<file path="config.mk">
export PLATFORM = sky130hd
export DESIGN_NAME = gather_copy_engine
export DESIGN_NICKNAME = d
export VERILOG_FILES = /design/src/rtl/gce_pkg.sv /design/src/rtl/gce_desc_unpack.sv /design/src/rtl/gce_lane_xform.sv /design/src/rtl/gce_seq.sv /design/src/rtl/gather_copy_engine.sv
export SDC_FILE = /design/constraint.sdc
export NUM_CORES = 1
export LEC_CHECK = 0
export ABC_AREA = 1
export BUFFER_PORTS_ARGS = -buffer_cell sky130_fd_sc_hd__buf_4
export CAP_MARGIN = 40
export CORE_UTILIZATION = 40
export CTS_CLUSTER_DIAMETER = 100
export CTS_CLUSTER_SIZE = 40
export DETAILED_ROUTE_END_ITERATION = 10
export GPL_ROUTABILITY_DRIVEN = 1
export PLACE_DENSITY = 0.6
export SYNTH_ARGS = -nofsm -noshare
export SYNTH_HDL_FRONTEND = slang
export SYNTH_SLANG_ARGS = --single-unit
</file>
<file path="constraint.sdc">
create_clock -name clk -period 8.4 [get_ports clk]
set_input_delay 0.42 -clock clk [delete_from_list [all_inputs] [get_ports clk]]
set_output_delay 0.42 -clock clk [all_outputs]
set_load 0.01 [all_outputs]
</file>
<file path="src/rtl/gce_pkg.sv">
package gce_pkg;

    localparam int WORD_BYTES = 4;
    localparam int LEN_W      = 16;
    localparam int FLG_W      = 16;
    localparam int ID_W       = 14;

    localparam int FLG_CHAIN   = 0;
    localparam int FLG_SWAP    = 1;
    localparam int FLG_MUTE_H  = 2;
    localparam int FLG_MUTE_T  = 3;

    typedef struct packed {
        logic [31:0]      addr;
        logic [LEN_W-1:0] nbytes;
        logic [FLG_W-1:0] flags;
    } src_desc_t;

    typedef enum logic [2:0] {
        ST_IDLE,
        ST_WAIT_SRC,
        ST_RD,
        ST_WR,
        ST_SEG_END,
        ST_REC
    } seq_state_t;

    function automatic logic [31:0] swap32(input logic [31:0] w);
        return {w[7:0], w[15:8], w[23:16], w[31:24]};
    endfunction

    function automatic logic [WORD_BYTES-1:0] tail_lanes(input logic [1:0] k);
        logic [WORD_BYTES-1:0] m;
        for (int i = 0; i < WORD_BYTES; i++) begin
            m[i] = (k == 2'd0) || (i < int'(k));
        end
        return m;
    endfunction

endpackage

</file>
<file path="src/rtl/gce_desc_unpack.sv">
module gce_desc_unpack
    import gce_pkg::*;
(
    input  logic [31:0] word0,
    input  logic [31:0] word1,
    input  logic        swap_en,
    output src_desc_t   desc
);
    logic [31:0] w0;
    logic [31:0] w1;

    always_comb begin
        w0          = swap_en ? swap32(word0) : word0;
        w1          = swap_en ? swap32(word1) : word1;
        desc.addr   = {w0[31:2], 2'b00};
        desc.nbytes = w1[LEN_W-1:0];
        desc.flags  = w1[31:16];
    end
endmodule

</file>
<file path="src/rtl/gce_lane_xform.sv">
module gce_lane_xform
    import gce_pkg::*;
#(
    parameter int DW = 32
) (
    input  logic [DW-1:0]         rdata,
    input  logic                  swap_en,
    input  logic                  last_word,
    input  logic [1:0]            tail,
    output logic [DW-1:0]         wdata,
    output logic [DW/8-1:0]       be
);
    logic [DW-1:0] ordered;

    always_comb begin
        ordered = swap_en ? swap32(rdata) : rdata;
        be      = last_word ? tail_lanes(tail) : '1;
    end

    for (genvar g = 0; g < DW/8; g++) begin : g_lane
        assign wdata[8*g +: 8] = be[g] ? ordered[8*g +: 8] : 8'h00;
    end
endmodule

</file>
<file path="src/rtl/gce_seq.sv">
module gce_seq
    import gce_pkg::*;
#(
    parameter int AW = 32
) (
    input  logic             clk,
    input  logic             rst,
    input  logic [LEN_W-1:0] max_len,
    input  logic             src_valid,
    input  src_desc_t        desc,
    input  logic             dst_valid,
    input  logic [AW-1:0]    dst_buf_addr,
    input  logic [AW-1:0]    dst_desc_addr,
    output logic             src_ready,
    output logic             dst_ready,
    output logic             mem_req,
    output logic             mem_we,
    output logic [AW-1:0]    mem_addr,
    output logic             wr_data_phase,
    output logic             rec_phase,
    output logic             seg_swap,
    output logic             last_word,
    output logic [1:0]       tail,
    output logic [LEN_W-1:0] total,
    output logic [FLG_W-1:0] last_flags,
    output logic             err_zero,
    output logic             err_limit
);
    localparam int WA_W   = AW - 2;
    localparam int WCNT_W = LEN_W - 1;

    seq_state_t        state;
    logic [WA_W-1:0]   src_wa;
    logic [WA_W-1:0]   dst_wa;
    logic [WA_W-1:0]   rec_wa;
    logic [WCNT_W-1:0] words_left;
    logic [LEN_W:0]    sum_next;
    logic [LEN_W:0]    words_calc;

    assign sum_next   = {1'b0, total} + {1'b0, desc.nbytes};
    assign words_calc = ({1'b0, desc.nbytes} + (LEN_W+1)'(WORD_BYTES - 1)) >> 2;

    assign dst_ready     = (state == ST_IDLE);
    assign src_ready     = (state == ST_WAIT_SRC);
    assign wr_data_phase = (state == ST_WR);
    assign rec_phase     = (state == ST_REC);
    assign mem_req       = (state == ST_RD) || (state == ST_WR) || (state == ST_REC);
    assign mem_we        = (state == ST_WR) || (state == ST_REC);
    assign seg_swap      = last_flags[FLG_SWAP];
    assign last_word     = (words_left == WCNT_W'(1));

    always_comb begin
        case (state)
            ST_RD:   mem_addr = {src_wa, 2'b00};
            ST_WR:   mem_addr = {dst_wa, 2'b00};
            ST_REC:  mem_addr = {rec_wa + WA_W'(1), 2'b00};
            default: mem_addr = '0;
        endcase
    end

    always_ff @(posedge clk) begin
        if (rst) begin
            state      <= ST_IDLE;
            src_wa     <= '0;
            dst_wa     <= '0;
            rec_wa     <= '0;
            words_left <= '0;
            tail       <= '0;
            total      <= '0;
            last_flags <= '0;
            err_zero   <= 1'b0;
            err_limit  <= 1'b0;
        end else begin
            err_zero  <= 1'b0;
            err_limit <= 1'b0;
            case (state)
                ST_IDLE: begin
                    if (dst_valid) begin
                        dst_wa <= dst_buf_addr[AW-1:2];
                        rec_wa <= dst_desc_addr[AW-1:2];
                        total  <= '0;
                        state  <= ST_WAIT_SRC;
                    end
                end
                ST_WAIT_SRC: begin
                    if (src_valid) begin
                        last_flags <= desc.flags;
                        src_wa     <= desc.addr[AW-1:2];
                        words_left <= words_calc[WCNT_W-1:0];
                        tail       <= desc.nbytes[1:0];
                        if (desc.nbytes == '0) begin
                            err_zero <= 1'b1;
                            state    <= ST_SEG_END;
                        end else if (sum_next > {1'b0, max_len}) begin
                            err_limit <= 1'b1;
                            state     <= ST_SEG_END;
                        end else begin
                            total <= sum_next[LEN_W-1:0];
                            state <= ST_RD;
                        end
                    end
                end
                ST_RD: state <= ST_WR;
                ST_WR: begin
                    src_wa     <= src_wa + WA_W'(1);
                    dst_wa     <= dst_wa + WA_W'(1);
                    words_left <= words_left - WCNT_W'(1);
                    state      <= last_word ? ST_SEG_END : ST_RD;
                end
                ST_SEG_END: state <= last_flags[FLG_CHAIN] ? ST_WAIT_SRC : ST_REC;
                ST_REC:     state <= ST_IDLE;
                default:    state <= ST_IDLE;
            endcase
        end
    end
endmodule

</file>
<file path="src/rtl/gather_copy_engine.sv">
module gather_copy_engine
    import gce_pkg::*;
(
    input  logic        clk,
    input  logic        rst,
    input  logic [15:0] cfg_max_len,
    input  logic        cfg_irq_bits_en,
    input  logic        cfg_src_desc_swap,
    input  logic        cfg_dst_desc_swap,
    input  logic        src_valid,
    output logic        src_ready,
    input  logic [31:0] src_word0,
    input  logic [31:0] src_word1,
    input  logic        dst_valid,
    output logic        dst_ready,
    input  logic [31:0] dst_buf_addr,
    input  logic [31:0] dst_desc_addr,
    output logic        mem_req,
    output logic        mem_we,
    output logic [31:0] mem_addr,
    output logic [31:0] mem_wdata,
    output logic [3:0]  mem_be,
    input  logic [31:0] mem_rdata,
    output logic        cmpl_valid,
    output logic [15:0] cmpl_len,
    output logic [13:0] cmpl_id,
    output logic        cmpl_host_irq,
    output logic        cmpl_tgt_irq,
    output logic        err_src_len,
    output logic        err_max_len
);
    localparam int AW = 32;
    localparam int DW = 32;

    src_desc_t        desc;
    logic             wr_phase;
    logic             rec_phase;
    logic             seg_swap;
    logic             last_word;
    logic [1:0]       tail;
    logic [LEN_W-1:0] total;
    logic [FLG_W-1:0] last_flags;
    logic [DW-1:0]    copy_data;
    logic [DW/8-1:0]  copy_be;
    logic [31:0]      rec_word;

    gce_desc_unpack u_unpack (
        .word0   (src_word0),
        .word1   (src_word1),
        .swap_en (cfg_src_desc_swap),
        .desc    (desc)
    );

    gce_seq #(.AW(AW)) u_seq (
        .clk           (clk),
        .rst           (rst),
        .max_len       (cfg_max_len),
        .src_valid     (src_valid),
        .desc          (desc),
        .dst_valid     (dst_valid),
        .dst_buf_addr  (dst_buf_addr),
        .dst_desc_addr (dst_desc_addr),
        .src_ready     (src_ready),
        .dst_ready     (dst_ready),
        .mem_req       (mem_req),
        .mem_we        (mem_we),
        .mem_addr      (mem_addr),
        .wr_data_phase (wr_phase),
        .rec_phase     (rec_phase),
        .seg_swap      (seg_swap),
        .last_word     (last_word),
        .tail          (tail),
        .total         (total),
        .last_flags    (last_flags),
        .err_zero      (err_src_len),
        .err_limit     (err_max_len)
    );

    gce_lane_xform #(.DW(DW)) u_xform (
        .rdata     (mem_rdata),
        .swap_en   (seg_swap),
        .last_word (last_word),
        .tail      (tail),
        .wdata     (copy_data),
        .be        (copy_be)
    );

    always_comb begin
        rec_word = {last_flags & ~(FLG_W'(1) << FLG_CHAIN), total};
        if (cfg_dst_desc_swap) rec_word = swap32(rec_word);
        mem_wdata = rec_phase ? rec_word : (wr_phase ? copy_data : '0);
        mem_be    = rec_phase ? '1 : (wr_phase ? copy_be : '0);
    end

    assign cmpl_valid    = rec_phase;
    assign cmpl_len      = total;
    assign cmpl_id       = cfg_irq_bits_en ? {2'b00, last_flags[15:4]} : last_flags[15:2];
    assign cmpl_host_irq = rec_phase && !(cfg_irq_bits_en && last_flags[FLG_MUTE_H]);
    assign cmpl_tgt_irq  = rec_phase && !(cfg_irq_bits_en && last_flags[FLG_MUTE_T]);
endmodule

</file>
==> results_dict.tcl, run 1 <==
set metrics [dict create \
    slowest_stage "buf_4" \
    htree_levels 4 \
    synth_ff_type "dfxtp_1" \
    synth_top_area_share_pct 25.1 \
    grt_pass1_vias 12118 \
    worstPathArrival_ns 5.29 \
    synth.area.top_cells "dfxtp_1 (25%), nand2_1 (12%), o21ai_0 (8.2%)" \
    fin_util_pct 51.6 \
    ys_ff_latch 144 \
    rows 61 \
    seq_area_sq_um 2880 \
    hold_viol 0 \
    fmax_mhz 200 \
    drt_pass1_iterations 5 \
    drc_errors 0 \
    synth_area_per_cell_sq_um 6.23 \
    grt_pass1_wl_um 66400 \
    syn_area_sq_um 11500 \
    numPortBuffers 283 \
    multi_input_area_sq_um 7230 \
    drive_gt1_share_pct 18.8 \
    min_period_over_period_pct 59.6 \
    die_x_um 172 \
    cp.required_ns 8.69 \
    ys_top_cells_by_count "nand2_1 (368), inv_1 (251), o21ai_0 (189)" \
    cts_resized 0 \
    gr-total-overflow 0 \
    criticalPathCategory "primary input to register" \
    clock_path_buffers 2 \
    area_growth_pct 25.8 \
    status "completed" \
    cts_buffers 17 \
    clk_latency_ns 0.43 \
    ant_nets 0 \
    crit_fanout 81 \
    die-area_sq_um 29400 \
    synth.distinct_cells 59 \
    die_h_um 172 \
    yosys_warnings 0 \
    crit_top_cell "nand2_1" \
    power_density_nw_per_um2 182 \
    track_usage_pct 29.2 \
    relSlewSlack_pct 43.4 \
    clock_sinks 144 \
    synth_edf_count 0 \
    synthCells 1846 \
    fill_cells 2907 \
    fin_crit_ns 5.01 \
    core_sq_um 28000 \
    yosysMostFrequentCell "nand2_1" \
    hpwlAfterDp_um 32800 \
    tightest_slew_ns 0.840 \
    cts-root-buf "clkbuf_16" \
    drt-initial-drc-count 1147 \
    initial_core_util_pct 41.0 \
    vias 13554 \
    cts.hold.buffers_added 0 \
    drv_cap 0 \
    yosysTopAreaCell "dfxtp_1" \
    wl_um 43600 \
    grt_max_degree 82 \
    end_kind "register" \
    setup_tns_ns 0 \
    cts_tree "built" \
    boundaryPins 290 \
    via_per_inst 5.52 \
    ir_worst_vdd_v 0.000148 \
    antenna_found_initial 0 \
    skew_ns 0.00793 \
    setup_viol 0 \
    cp-start-kind "primary input" \
    clk_pin_slew_ns 0.06 \
    diodes 0 \
    ys_async_sr_fraction_pct 0 \
    hold_class "primary input to register" \
    p_leak_nw 6.44 \
    final_nets 2291 \
    ys_seq_area_share_pct 25.1 \
    rsz0062_at_grt "no" \
    cts_setup_buffers 0 \
    wire_per_inst_um 17.7 \
    place.gp.congestion 0.932 \
    final_max_slew_viol_count 0 \
    slowest_delay_ns 0.59 \
]
cells in the final DEF, fill, tap and decap left out, types with 6 or more instances in the layout:
cell type | Yosys | routed
clkbuf_16 | 0 | 17
nand2_1 | 368 | 368
nor2_1 | 160 | 159
a21oi_1 | 119 | 119
o211ai_1 | 55 | 55
nand4_1 | 23 | 23
nor3_1 | 35 | 35
nor4_1 | 12 | 12
nand2_2 | 10 | 10
a221oi_1 | 8 | 8
buf_4 | 3 | 295
a31oi_1 | 54 | 54
inv_2 | 7 | 6
o31ai_1 | 13 | 13
dfxtp_1 | 144 | 144
o221ai_1 | 42 | 42
or2_2 | 13 | 13
or2_1 | 9 | 9
xor2_1 | 22 | 22
ha_1 | 39 | 39
o21ai_0 | 189 | 189
xnor2_1 | 7 | 7
a21oi_2 | 10 | 10
a22oi_1 | 6 | 6
nand3_1 | 91 | 91
inv_1 | 251 | 251
flip-flops by register name, indices dropped and copies added, names as in the netlist:
register	flops
u_seq.dst_wa	30
u_seq.err_limit	1
u_seq.err_zero	1
u_seq.last_flags	16
u_seq.rec_wa	30
u_seq.src_wa	30
u_seq.state	3
u_seq.tail	2
u_seq.total	16
u_seq.words_left	15
logic make-up after synthesis:
logic type                 Yosys count  share of synthesized area (%)
AOI/OAI and AO/OA                  531                           28.1
adders and majority gates           40                           4.42
and+or+nand+nor                    742                           28.0
buffers and inverters              359                           12.2
xor gates and xnor gates            29                           2.21
other                                1                         0.0326
DFF                                144                           25.1
per-layer routing:
layer	global-route usage, %	up-vias	wire, um
li1	-	6736	-
met1	40.3	6292	19800
met2	46.5	468	20000
met3	4.83	58	2900
met4	8.07	0	915
met5	0	-	0
layout make-up:
| cell class | instances | area share, % |
|---|---|---|
| tap | 378 | 3.27 |
| inverter | 261 | 6.80 |
| timing repair buffer | 300 | 16.0 |
| multi-input combinational | 1344 | 50.0 |
| clock buffer | 20 | 3.23 |
| clock inverter | 10 | 0.770 |
| sequential | 144 | 19.9 |
worst paths after layout:
check	cells after the start	slack [ns]	from	to
worst max register to register	24	4.46	u_seq.total[0]$_SDFFE_PP0P_	u_seq.total[1]$_SDFFE_PP0P_
worst min register to register	2	0.49	u_seq.rec_wa[29]$_SDFFE_PP0P_	u_seq.rec_wa[29]$_SDFFE_PP0P_
worst min-delay path	3	0.22	dst_desc_addr[4]	u_seq.rec_wa[2]$_SDFFE_PP0P_
worst max-delay path	29	3.39	cfg_src_desc_swap	u_seq.total[1]$_SDFFE_PP0P_
per-stage QoR:
step / instances / power [mW] / setup WS, ns / instance area, sq um / hold WS [ns]
after floorplan: 1847 / 1.51 / 4.42 / 11500 / 0.438
after global placement: 2421 / 1.82 / 3.01 / 13800 / 0.466
after detailed placement: 2427 / 1.85 / 2.97 / 13900 / 0.475
after CTS: 2457 / 2.62 / 3.41 / 14500 / 0.211
after global routing: 2457 / 2.79 / 2.70 / 14500 / 0.226
final: 2457 / 2.63 / 3.39 / 14500 / 0.216
critical path: cells and delay by family:
family                   cells  cell delay, ns
AND/OR/NAND/NOR             15            1.69
buffers and inverters        4            1.09
XOR/XNOR                     1            0.24
adder cells (fa/ha/maj)      3            0.92
AO/OA/AOI/OAI                6            0.90
power by group:
group          switching (mW)  internal (mW)  total [mW]
sequential              0.128          0.794       0.922
clock                   0.321          0.457       0.778
combinational           0.588          0.340       0.927
Note: power is estimated with default switching activity, not from simulation.
==> run 2: changes to the inputs <==
Settings changed: ABC_AREA 1 to 0, PLACE_DENSITY 0.6 to 0.63.
Clock period 8.4 ns to 4.6 ns, I/O delays scaled along.
==> run 2 against run 1 <==
Compared with the run above: register-to-register slack lost 4.1 ns; sequential share of layout area grew 0.35 points; flip-flop and latch count is the same; first-iteration DRC count grew 12%; design area shrank 1.6%; area after synthesis shrank 4.8%; final cell count shrank 18%; die area shrank 4.7%; clock skew grew 0.0048 ns; synthesized cell count shrank 25%; clock power grew 90%; critical path type is now register to register; critical endpoint is now u_seq.total[8]$_SDFFE_PP0P_.
==> results_dict.tcl, run 2 <==
set metrics [dict create \
    hold_viol 0 \
    syn_area_sq_um 10900 \
    synthXorXnorAreaFrac_pct 4.08 \
    cp-start-kind "register" \
    die_x_um 167 \
    numPortBuffers 283 \
    final_cells 2005 \
    ys_ff_latch 144 \
    worstPathCellList "buf_4 > fa_2 > a211oi_2 > o21ai_1 > a41oi_1 > nor2b_4 > o21ai_1 > xnor2_1 > ha_1 > nand2_1 > a2bb2oi_1 > a21oi_1 > o31a_1 > a2111oi_4 > buf_4 > and3_1 > buf_12 > a22o_1" \
    synth_top_area_share_pct 26.3 \
    core_sq_um 26900 \
    fin_util_pct 52.9 \
    gr-total-overflow 0 \
    criticalPathCategory "register to register" \
    p_int_mw 2.71 \
    grt_pass1_wl_um 61300 \
    clock_path_buffers 2 \
    grt_pass1_vias 10578 \
    worstPathArrival_ns 4.67 \
    fin_crit_ns 4.28 \
    wire_per_inst_um 20.2 \
    final_common_cell "buf_4" \
    synthCells 1393 \
    cts.hold.buffers_added 0 \
    area_growth_pct 29.9 \
    drv_cap 0 \
    wl_um 40500 \
    hpwlAfterDp_um 31400 \
    rows 60 \
    synth_edf_count 0 \
    grt_max_degree 78 \
    tightest_slew_ns 0.948 \
    yosysTopAreaCell "dfxtp_1" \
    ys_async_sr_fraction_pct 0 \
    p_leak_nw 5.89 \
    ys_seq_area_share_pct 26.3 \
    finalWorstSetupSlack_ns 0.317 \
    ant_nets 0 \
    drive_gt1_share_pct 26.0 \
    slowest_stage "fa_2" \
    synth_top_family_by_area "compound AO/OA/AOI/OAI gates" \
    clock_sinks 144 \
    synth-simple-area-share_pct 20.7 \
    p_clk_share_pct 36.3 \
    end_kind "register" \
    cp.required_ns 4.99 \
    synth.area.top_cells "dfxtp_1 (26%), mux2i_1 (12%), nand2_1 (5.3%)" \
    drt-initial-drc-count 1282 \
    die_h_um 167 \
    via_per_inst 5.88 \
    ir_worst_vdd_v 0.000275 \
    boundaryPins 290 \
    htree_levels 4 \
    power_density_nw_per_um2 286 \
    vias 11786 \
    whs_ns 0.0303 \
    status "completed" \
    skew_ns 0.0127 \
    fill_cells 2581 \
    synth_mux_area_share_pct 15.2 \
    rsz0062_at_grt "no" \
    pwr-share-seq_pct 36.9 \
    path_buf_inv 3 \
    design_area_sq_um 14200 \
    synthAdderAreaFrac_pct 4.64 \
    ys_top_cells_by_count "nand2_1 (155), dfxtp_1 (144), mux2i_1 (136)" \
    cts-root-buf "clkbuf_16" \
    p_comb_share_pct 26.8 \
    swShare_pct 33.5 \
    dp_slack_ns -0.0586 \
    clk_pin_slew_ns 0.07 \
    clk_latency_ns 0.44 \
    relSlewSlack_pct 36.2 \
    p_sw_mw 1.36 \
    fmax_mhz 233 \
    min_period_over_period_pct 93.1 \
    antenna_found_initial 0 \
    initial_core_util_pct 40.7 \
    reg_top3 "u_seq.dst_wa: 30 flops, u_seq.rec_wa: 30 flops, u_seq.src_wa: 30 flops" \
    drc_errors 0 \
    placed_area_sq_um 13600 \
    placedCellCount 1973 \
    diodes 0 \
    slowest_delay_ns 0.41 \
    setup_viol 0 \
    cp_top_family "compound AO/OA/AOI/OAI gates" \
    synth.distinct_cells 82 \
    synth_compound_area_share_pct 23.4 \
    synth_area_per_cell_sq_um 7.86 \
    die-area_sq_um 28000 \
    cts_tree "built" \
    final_cell_mix "buf_4 (333), nand2_1 (155), dfxtp_1 (142)" \
    drt_pass1_iterations 5 \
    synth_ff_type "dfxtp_1" \
    cts_buffers 17 \
    track_usage_pct 28.2 \
    hold_class "primary input to register" \
    yosys_warnings 0 \
    final_max_slew_viol_count 0 \
    final_nets 1874 \
    yosysMostFrequentCell "nand2_1" \
    crit_fanout 16 \
    place.gp.congestion 0.934 \
]
## run 2: layout make-up
class                      count  area, sq um  area share (%)
multi-input combinational   1105         7520            52.9
sequential                   144         2890            20.3
timing repair buffer         338         2610            18.4
clock buffer                  18          429            3.02
tap                          341          427            3.00
clock inverter                14          181            1.28
inverter                      45          169            1.19
## run 2: metal layers
metal	track usage [%]	vias up	routed length (um)	share of wire [%]
li1	-	5700	-	-
met5	0	-	0	0
met4	7.86	0	819	2.0
met1	40.0	5624	18300	45
met3	5.15	56	2980	7.4
met2	43.3	406	18300	45
## run 2: final timing paths
check / endpoint / cells after the start / slack (ns) / start
min reg2reg: u_seq.tail[1]$_SDFFE_PP0P_ / 2 / 0.46 / u_seq.tail[1]$_SDFFE_PP0P_
max: u_seq.total[8]$_SDFFE_PP0P_ / 18 / 0.32 / u_seq.total[1]$_SDFFE_PP0P_
max reg2reg: u_seq.total[8]$_SDFFE_PP0P_ / 18 / 0.32 / u_seq.total[1]$_SDFFE_PP0P_
min: u_seq.dst_wa[14]$_SDFFE_PP0P_ / 3 / 0.03 / dst_buf_addr[16]
## run 2: logic make-up after synthesis
| kind of cell | after synthesis |
|---|---|
| buf+inv | 145 |
| other cells | 1 |
| xor+xnor | 51 |
| mux | 163 |
| fa+ha+maj | 40 |
| compound gates | 389 |
| flops | 144 |
| simple gates | 460 |
## run 2: power groups by stage
stage / combinational [mW] / sequential, mW / clock [mW]
floorplan: 0.683 / 1.46 / 0
global placement: 1.05 / 1.53 / 0
detailed placement: 1.08 / 1.52 / 0
CTS: 1.08 / 1.50 / 1.49
global route: 1.19 / 1.52 / 1.54
finish: 1.09 / 1.50 / 1.48
## run 2: repair_timing
action,in CTS,in global routing
gates resized for setup,0,2
endpoints found under the setup margin,0,18
setup buffers,0,0
## run 2: worst reg2reg max path, cell delays in order (launching register included)
cell,delay (ns)
dfxtp_1,0.34
buf_4,0.20
fa_2,0.41
a211oi_2,0.28
o21ai_1,0.15
a41oi_1,0.23
nor2b_4,0.23
o21ai_1,0.09
xnor2_1,0.26
ha_1,0.29
nand2_1,0.13
a2bb2oi_1,0.19
a21oi_1,0.09
o31a_1,0.32
a2111oi_4,0.32
buf_4,0.23
and3_1,0.21
buf_12,0.15
a22o_1,0.13
## run 2: through the flow
| step | power, mW | TNS, ns |
|---|---|---|
| 2_1_floorplan | 2.15 | 0 |
| 3_3_place_gp | 2.58 | 0 |
| 3_5_place_dp | 2.60 | -0.864 |
| 4_1_cts | 4.07 | 0 |
| 5_1_grt | 4.25 | 0 |
| 6_report | 4.07 | 0 |
